`config.mk`:
```
export PLATFORM = sky130hd
export DESIGN_NAME = ref_subst_fifo
export DESIGN_NICKNAME = d
export VERILOG_FILES = /design/src/rtl/rsf_pkg.sv /design/src/rtl/rsf_lowest_sel.sv /design/src/rtl/rsf_slot_table.sv /design/src/rtl/rsf_idx_queue.sv /design/src/rtl/ref_subst_fifo.sv
export SDC_FILE = /design/constraint.sdc
export NUM_CORES = 1
export LEC_CHECK = 0
export ABC_AREA = 1
export BUFFER_PORTS_ARGS = -buffer_cell sky130_fd_sc_hd__buf_4
export CORE_UTILIZATION = 40
export CTS_CLUSTER_DIAMETER = 50
export DETAILED_ROUTE_END_ITERATION = 8
export PLACE_DENSITY = 0.59
export SKIP_LAST_GASP = 1
export SYNTH_ARGS = -nofsm -noshare
export SYNTH_HDL_FRONTEND = slang
export SYNTH_SLANG_ARGS = --single-unit
```
`constraint.sdc`:
```
create_clock -name clk -period 7.5 [get_ports clk]
set_clock_uncertainty 0.05 [all_clocks]
set_input_delay 0.375 -clock clk [delete_from_list [all_inputs] [get_ports clk]]
set_output_delay 0.375 -clock clk [all_outputs]
set_load 0.03 [all_outputs]
```
`src/rtl/rsf_pkg.sv`:
```
package rsf_pkg;
   function automatic int safe_clog2(input int n);
      return (n > 1) ? $clog2(n) : 1;
   endfunction
endpackage

```
`src/rtl/rsf_lowest_sel.sv`:
```
module rsf_lowest_sel #(
   parameter int N = 4,
   parameter int W = 2
) (
   input  logic [N-1:0] req_i,
   output logic         found_o,
   output logic [W-1:0] idx_o
);
   always_comb begin
      found_o = 1'b0;
      idx_o   = '0;
      for (int i = N - 1; i >= 0; i--) begin
         if (req_i[i]) begin
            found_o = 1'b1;
            idx_o   = W'(i);
         end
      end
   end
endmodule

```
`src/rtl/rsf_slot_table.sv`:
```
module rsf_slot_table #(
   parameter int DATA_W = 8,
   parameter int SLOTS  = 9,
   parameter int IDX_W  = 4,
   parameter int CNT_W  = 4
) (
   input  logic              clk,
   input  logic              rst_n,
   input  logic              step_i,
   input  logic              pop_i,
   input  logic [IDX_W-1:0]  pop_idx_i,
   input  logic              repl_i,
   input  logic [DATA_W-1:0] repl_from_i,
   input  logic [DATA_W-1:0] repl_to_i,
   input  logic [DATA_W-1:0] push_data_i,
   output logic [IDX_W-1:0]  push_idx_o,
   output logic [DATA_W-1:0] pop_val_o
);
   logic [SLOTS-1:0]  live_v, hit_v, free_v;
   logic [DATA_W-1:0] val_cur [SLOTS];
   logic [CNT_W-1:0]  cnt_cur [SLOTS];
   logic              hit_found, free_found;
   logic [IDX_W-1:0]  hit_idx, free_idx;

   for (genvar s = 0; s < SLOTS; s++) begin : g_slot
      logic [DATA_W-1:0] val_q, val_ar;
      logic [CNT_W-1:0]  cnt_q, cnt_ap;
      logic              rmatch;

      assign cnt_ap    = cnt_q - CNT_W'(pop_i && (pop_idx_i == IDX_W'(s)));
      assign live_v[s] = (cnt_ap != '0);
      assign rmatch    = repl_i && live_v[s] && (val_q == repl_from_i);
      assign val_ar    = rmatch ? repl_to_i : val_q;
      assign hit_v[s]  = live_v[s] && (val_ar == push_data_i);
      assign free_v[s] = !live_v[s];
      assign val_cur[s] = val_q;
      assign cnt_cur[s] = cnt_q;

      always_ff @(posedge clk or negedge rst_n) begin
         if (!rst_n) begin
            val_q <= '0;
            cnt_q <= '0;
         end else if (step_i) begin
            if (!hit_found && (free_idx == IDX_W'(s)))
               val_q <= push_data_i;
            else
               val_q <= val_ar;
            cnt_q <= cnt_ap + CNT_W'(push_idx_o == IDX_W'(s));
         end
      end
   end

   rsf_lowest_sel #(.N(SLOTS), .W(IDX_W)) u_hit_sel (
      .req_i(hit_v), .found_o(hit_found), .idx_o(hit_idx));
   rsf_lowest_sel #(.N(SLOTS), .W(IDX_W)) u_free_sel (
      .req_i(free_v), .found_o(free_found), .idx_o(free_idx));

   assign push_idx_o = hit_found ? hit_idx : free_idx;
   assign pop_val_o  = val_cur[pop_idx_i];


   alloc_ok_chk: assert property (@(posedge clk) disable iff (!rst_n)
      step_i |-> (hit_found || free_found));


   head_live_chk: assert property (@(posedge clk) disable iff (!rst_n)
      pop_i |-> (cnt_cur[pop_idx_i] != '0));
endmodule

```
`src/rtl/rsf_idx_queue.sv`:
```
module rsf_idx_queue #(
   parameter int DEPTH = 8,
   parameter int IDX_W = 4,
   parameter int PTR_W = 3,
   parameter int CNT_W = 4
) (
   input  logic             clk,
   input  logic             rst_n,
   input  logic             step_i,
   input  logic [IDX_W-1:0] push_idx_i,
   output logic             full_o,
   output logic [IDX_W-1:0] head_idx_o
);
   logic [IDX_W-1:0] ring [DEPTH];
   logic [PTR_W-1:0] head_q, tail_q;
   logic [CNT_W-1:0] fill_q;

   function automatic logic [PTR_W-1:0] nxt(input logic [PTR_W-1:0] p);
      return (p == PTR_W'(DEPTH - 1)) ? '0 : p + 1'b1;
   endfunction

   assign full_o     = (fill_q == CNT_W'(DEPTH));
   assign head_idx_o = ring[head_q];

   always_ff @(posedge clk) begin
      if (step_i) ring[tail_q] <= push_idx_i;
   end

   always_ff @(posedge clk or negedge rst_n) begin
      if (!rst_n) begin
         head_q <= '0;
         tail_q <= '0;
         fill_q <= '0;
      end else if (step_i) begin
         tail_q <= nxt(tail_q);
         if (full_o) head_q <= nxt(head_q);
         else        fill_q <= fill_q + 1'b1;
      end
   end


   stay_full_chk: assert property (@(posedge clk) disable iff (!rst_n)
      full_o |=> full_o);


   ptr_meet_chk: assert property (@(posedge clk) disable iff (!rst_n)
      full_o |-> (head_q == tail_q));
endmodule

```
`src/rtl/ref_subst_fifo.sv`:
```
module ref_subst_fifo #(
   parameter int DATA_W = 8,
   parameter int DEPTH  = 8,
   parameter int SLOTS  = DEPTH + 1
) (
   input  logic              clk,
   input  logic              rst_n,
   input  logic              step_i,
   input  logic [DATA_W-1:0] push_data_i,
   input  logic              repl_en_i,
   input  logic [DATA_W-1:0] repl_from_i,
   input  logic [DATA_W-1:0] repl_to_i,
   output logic              full_o,
   output logic              pop_valid_o,
   output logic [DATA_W-1:0] pop_data_o
);
   import rsf_pkg::*;

   localparam int IDX_W = safe_clog2(SLOTS);
   localparam int PTR_W = safe_clog2(DEPTH);
   localparam int CNT_W = safe_clog2(DEPTH + 1);

   initial begin : param_chk
      assert (SLOTS > DEPTH) else $error("SLOTS must exceed DEPTH");
      assert (DEPTH >= 2)    else $error("DEPTH must be at least 2");
      assert (DATA_W >= 1)   else $error("DATA_W must be positive");
   end

   logic             pop_fire, repl_fire;
   logic [IDX_W-1:0] head_idx, push_idx;
   logic [DATA_W-1:0] head_val;

   assign pop_fire  = step_i && full_o;
   assign repl_fire = step_i && repl_en_i;

   rsf_idx_queue #(.DEPTH(DEPTH), .IDX_W(IDX_W), .PTR_W(PTR_W), .CNT_W(CNT_W)) u_queue (
      .clk(clk), .rst_n(rst_n), .step_i(step_i), .push_idx_i(push_idx),
      .full_o(full_o), .head_idx_o(head_idx));

   rsf_slot_table #(.DATA_W(DATA_W), .SLOTS(SLOTS), .IDX_W(IDX_W), .CNT_W(CNT_W)) u_table (
      .clk(clk), .rst_n(rst_n), .step_i(step_i), .pop_i(pop_fire),
      .pop_idx_i(head_idx), .repl_i(repl_fire), .repl_from_i(repl_from_i),
      .repl_to_i(repl_to_i), .push_data_i(push_data_i),
      .push_idx_o(push_idx), .pop_val_o(head_val));

   always_ff @(posedge clk or negedge rst_n) begin
      if (!rst_n) begin
         pop_valid_o <= 1'b0;
         pop_data_o  <= '0;
      end else begin
         pop_valid_o <= pop_fire;
         if (pop_fire) pop_data_o <= head_val;
      end
   end


   pop_after_full_chk: assert property (@(posedge clk) disable iff (!rst_n)
      pop_valid_o |-> $past(full_o));


   idle_quiet_chk: assert property (@(posedge clk) disable iff (!rst_n)
      !step_i |=> !pop_valid_o);
endmodule

```
==> flow_summary.yaml, run 1 <==
outcome:
  status: "finished clean"
routing:
  wl_per_cell_um: 20.9
  vias: 13590
  drc: 0
  drtPass1Iterations: 6
  vias_per_cell: 5.61
  drtIter0Drc: 1250
  drt_wl_total_um: 50600
  antenna_left: 0
clock_network:
  clk_latency_ps: 470
  clock_path_buffers: 2
  numCtsBuffers: 17
  cts_tree: "built"
  clock_sinks: 159
  clk_pin_slew_worst_paths_ps: 90
  root_buffer: "clkbuf_16"
  htreeDepth: 4
  cts_setup_buffers: 0
pwr:
  p_leak_nw: 7.14
  clockPowerShare_pct: 15.9
  ir_worst_vdd_v: 0.000202
  p_int_w: 0.00285
  p_comb_share_pct: 57.9
  p_total_w: 0.00603
  power_density_mw_per_mm2: 430
  switching_share_pct: 52.7
  seq_power_share_pct: 26.2
  power.switching_w: 0.00318
layout:
  num_antenna_cells: 0
  drive_gt1_share_pct: 7.62
  fin_area_sq_mm: 0.0140
  instances_no_fill: 2423
  syn_to_final_growth_pct: 8.85
  final_nets: 2078
logic_synthesis:
  async_reset_ff_share_pct: 79.9
  synth.area.top_cells: "dfrtp_1, nand2_1, nand3_1, edfxtp_1, inv_1"
  yosysTopAreaCell: "dfrtp_1"
  synth_edf_count: 32
  ys_top_cells_by_count: "nand2_1, nand3_1, inv_1, nor2_1, dfrtp_1"
  syn-num-nets: 2084
  yosysMostFrequentCell: "nand2_1"
  ys.flop_type: "dfrtp_1"
  yosysTopAreaCellShare_pct: 24.7
  syn-cell-area_sq_mm: 0.0129
  ys_seq_elements: 159
  yosys_warnings: 0
  seq_area_frac_synth_pct: 32.1
  synthCells: 2014
  synth_area_per_cell_sq_um: 6.40
  ys_types: 42
floorplanning:
  die-area_sq_mm: 0.0329
  start_util_pct: 40.7
  core_sq_mm: 0.0316
  num_io_pins: 38
  num_rows: 65
  fp.dieW_um: 181
  die_y_um: 181
worst_hold_path:
  hold_depth: 3
  hold_path_class: "in2reg"
placement:
  gp_congestion: 0.973
  dpl_cell_area_sq_mm: 0.0134
  dp_hpwl_um: 35600
  dp_cells: 2390
  portBuffers: 37
timing:
  tightest_slew_ps: 1050
  fmax_mhz: 153
  hold_viol_final: 0
  drv_slew: 0
  tns_ps: 0
  hold_ws_ps: 299
  rsz0062_at_grt: "false"
  finalSetupViolations: 0
  min_period_ps: 6540
  slew_headroom_pct: 29.8
  period_share_pct: 87.2
worst_setup_path:
  crit_required_ps: 7770
  critPathKind: "reg2reg"
  endpoint_kind: "flop"
  crit_fanout: 18
  critPathMaxStageDelay_ps: 540
  crit_slowest_cell: "dfrtp_2"
  r2r_cells: 36
  setup.worst_path.start_class: "flop"
  r2r_slack_ps: 960
  crit_top_cell: "nor2_1"
  arrival_ps: 6800
global_route:
  grt_max_degree: 79
  overflow: 0
  grt_pass1_wl_um: 76500
  antenna_found_initial: 1
  grtUsageTotal_pct: 31.4
  grt_pass1_vias: 12798
job:
  maxCapViolCount: 0
[registers in the layout (all words and copies together) (netlist names)]
register	count
u_table.g_slot.cnt_q	36
u_table.g_slot.val_q	72
pop_valid_o	1
u_queue.ring	32
u_queue.fill_q	4
u_queue.head_q	3
u_queue.tail_q	3
pop_data_o	8
[logic make-up (layout without fill, tap and decap cells)]
| group | count (synthesis) | after routing | synth area share, % |
|---|---|---|---|
| simple gates | 1233 | 1233 | 40.5 |
| buf+inv | 297 | 304 | 9.64 |
| compound gates | 233 | 233 | 10.3 |
| flops | 159 | 159 | 32.1 |
| xor+xnor | 50 | 50 | 3.40 |
| fa+ha+maj | 42 | 42 | 4.08 |
[placed cells by master (no fill, tap or decap), drive strengths merged, types with 10 or more instances in the layout]
cell type and n:
nand3 229, ha 42, dfrtp 127, edfxtp 32
a21oi 21, o211ai 13, clkbuf 17, o22ai 16
o21ai 156, nor2 224, nand3b 10, nand2 730
nand4 25, xor2 31, xnor2 19, inv 224
buf 53
[what timing repair did]
| action | 4_1_cts | 5_1_grt |
|---|---|---|
| endpoints found under the hold margin | 55 | 0 |
| hold buffers | 1 | 0 |
| resized for setup | 0 | 2 |
| setup endpoints to repair | 0 | 21 |
[metrics by stage]
step / utilization, % / worst slack, ps
after floorplan: - / 2270
after global placement: 42.3 / 910
after detailed placement: 42.3 / 739
after CTS: 44.3 / 708
after global routing: 44.3 / 221
final: 44.3 / 963
[layout make-up]
type                       count  area (sq um)
clock inverter                15           209
inverter                     218           832
timing repair buffer          54           412
sequential                   159          4140
multi-input combinational   1558          7500
tap                          402           503
clock buffer                  17           425
fill                        3397         17600
[worst max-delay path: cells and delay by family (launching register included)]
| family | cells | cell delay, ps |
|---|---|---|
| buf+inv | 7 | 1170 |
| flops | 1 | 540 |
| simple gates | 18 | 2840 |
| compound gates | 6 | 810 |
| fa+ha+maj | 3 | 610 |
| xor+xnor | 2 | 370 |
[final timing paths]
kind | startpoint | to
min in group asynchronous | rst_n | u_queue.tail_q[0]
hold reg to reg | u_queue.fill_q[3] | u_queue.fill_q[3]
setup reg to reg | u_queue.head_q[0] | u_table.g_slot[1].cnt_q[3]
max in group asynchronous | rst_n | u_queue.head_q[0]
hold / removal | push_data_i[4] | u_table.g_slot[7].val_q[4]
setup / recovery | u_queue.head_q[0] | u_table.g_slot[1].cnt_q[3]
[power by group through the flow]
stage	Sequential (W)	Combinational [W]	Clock (W)
6_report	0.00158	0.00349	0.000957
5_1_grt	0.00161	0.00391	0.00100
4_1_cts	0.00157	0.00345	0.000974
3_5_place_dp	0.00158	0.00344	0
3_3_place_gp	0.00158	0.00340	0
2_1_floorplan	0.00150	0.00242	0
[routing by layer]
metal  vias up  part of all wire [%]  global-route usage, %
met5         -                     0                      0
met4         0                   4.2                   15.0
met3       118                   9.4                   6.02
met2       677                    44                   48.5
met1      6314                    42                   42.2
li1       6481                     -                      -
Power figures use the tool's default switching activity.
==> run 2: changes to the inputs <==
PLACE_DENSITY = 0.61   (was 0.59)
clock period = 5.2 ns   (was 7.5 ns; I/O delays follow)
==> flow_summary.yaml, run 2 (synthesized netlist as in run 1, its figures left out) <==
outcome:
  status: "finished clean"
floorplanning:
  num_io_pins: 38
  start_util_pct: 40.7
  die-area_sq_mm: 0.0329
  num_rows: 65
  die_y_um: 181
  core_sq_mm: 0.0316
  fp.dieW_um: 181
worst_setup_path:
  crit_fanout: 8
  r2r_cells: 37
  path_buf_inv: 8
  crit_top_cell: "nor2_4"
  endpoint_kind: "flop"
  arrival_ps: 5430
  critPathTopFamily: "simple AND/OR/NAND/NOR gates"
  cp.depth: 37
  critPathKind: "reg2reg"
  critPathMaxStageDelay_ps: 470
  crit_slowest_cell: "dfrtp_2"
  setup.worst_path.start_class: "flop"
  crit_required_ps: 5460
placement:
  gp_congestion: 1.01
  dp_hpwl_um: 36100
  dpl_cell_area_sq_mm: 0.0147
  dp_cells: 2558
  portBuffers: 37
layout:
  drive_gt1_share_pct: 22.6
  fin_area_sq_mm: 0.0165
  register_area_sq_mm: 0.00414
  final_common_cell: "nand2_1"
  layout_common_cells: "nand2_1, buf_4, nand3_1"
  instances_no_fill: 2625
  multi_input_area_sq_mm: 0.00838
  final_nets: 2279
  largest_reg_flops: 72
  nFillCells: 3102
  syn_to_final_growth_pct: 28.1
  reg_top3: "u_table.g_slot.val_q (72), u_table.g_slot.cnt_q (36), u_queue.ring (32)"
  largest_register: "u_table.g_slot.val_q"
clock_network:
  clock_path_buffers: 2
  numCtsBuffers: 17
  cts_tree: "built"
  clk_latency_ps: 470
  htreeDepth: 4
  clk_pin_slew_worst_paths_ps: 80
  clock_sinks: 159
  root_buffer: "clkbuf_16"
routing:
  drt_wl_total_um: 53300
  antenna_left: 0
  vias_per_cell: 5.62
  drtPass1Iterations: 8
  drc: 0
  drtIter0Drc: 1764
  wl_per_cell_um: 20.3
  vias: 14765
global_route:
  grt_max_degree: 91
  grtUsageTotal_pct: 32.1
  overflow: 0
  grt_pass1_vias: 13570
  antenna_found_initial: 0
  met1_usage_pct: 42.9
  grt_pass1_wl_um: 79200
  gr-max-usage-layer: "met2"
  grt_util_met2_pct: 49.6
  use_met3_pct: 6.90
worst_hold_path:
  hold_depth: 3
  hold_path_class: "in2reg"
timing:
  tns_ps: 0
  drv_slew: 0
  slew_headroom_pct: 33.9
  rsz0062_at_grt: "true"
  min_period_ps: 5170
  hold_viol_final: 0
  tightest_slew_ps: 992
  period_share_pct: 99.4
  finalSetupViolations: 0
  fmax_mhz: 193
pwr:
  p_leak_nw: 8.30
  p_total_w: 0.0105
  power_density_mw_per_mm2: 637
  ir_worst_vdd_v: 0.000355
job:
  maxCapViolCount: 0
run 2: tightest hold or removal path: stages:
cell and delay (ps):
buf_4 210, nor2_1 130, o21ai_1 70
run 2: metrics by stage:
stage               hold WS (ps)  setup WS, ps  util (%)
floorplan                  -85.6           101         -
global placement             374          -175      46.4
detailed placement           381          -331      46.4
CTS                          171          8.39      48.8
global route                 210          -226      52.2
finish                       189          30.7      52.2
run 2: layout make-up:
class	count	share of cell area, %
diodes	1	0.0152
clock buffers	17	2.58
clock inverters	15	1.17
inverters	218	5.08
multi-input cells	1560	50.8
flip-flops and latches	159	25.1
well taps	402	3.05
repair buffers	253	12.3
run 2: path summary, 6_finish.rpt:
check | startpoint | end | slack (ps)
setup / recovery | u_queue.head_q[0] | u_table.g_slot[4].cnt_q[2] | 30
hold / removal | push_data_i[4] | u_table.g_slot[7].val_q[4] | 190
setup reg to reg | u_queue.head_q[0] | u_table.g_slot[4].cnt_q[2] | 30
hold reg to reg | u_queue.fill_q[3] | u_queue.fill_q[3] | 430
max in group asynchronous | rst_n | u_table.g_slot[3].val_q[0] | 3490
min in group asynchronous | rst_n | u_queue.fill_q[0] | 400
run 2: where the power goes:
group	switching (W)	internal (W)	total, W
sequential	0.000425	0.00183	0.00225
clock	0.000681	0.000658	0.00134
combinational	0.00419	0.00273	0.00693
run 2: per-layer routing:
metal  wire length, um  vias up
met3              5650      174
li1                  -     6876
met5                 0        -
met1             21600     6923
met4              2550        0
met2             23500      792
run 2: timing repair:
item,4_1_cts,5_1_grt
cloned,1,3
setup buffers,0,31
hold buffers,1,0
endpoints found under the hold margin,89,0
setup endpoints to repair,74,115
pin swaps,1,72
gates resized for setup,40,228
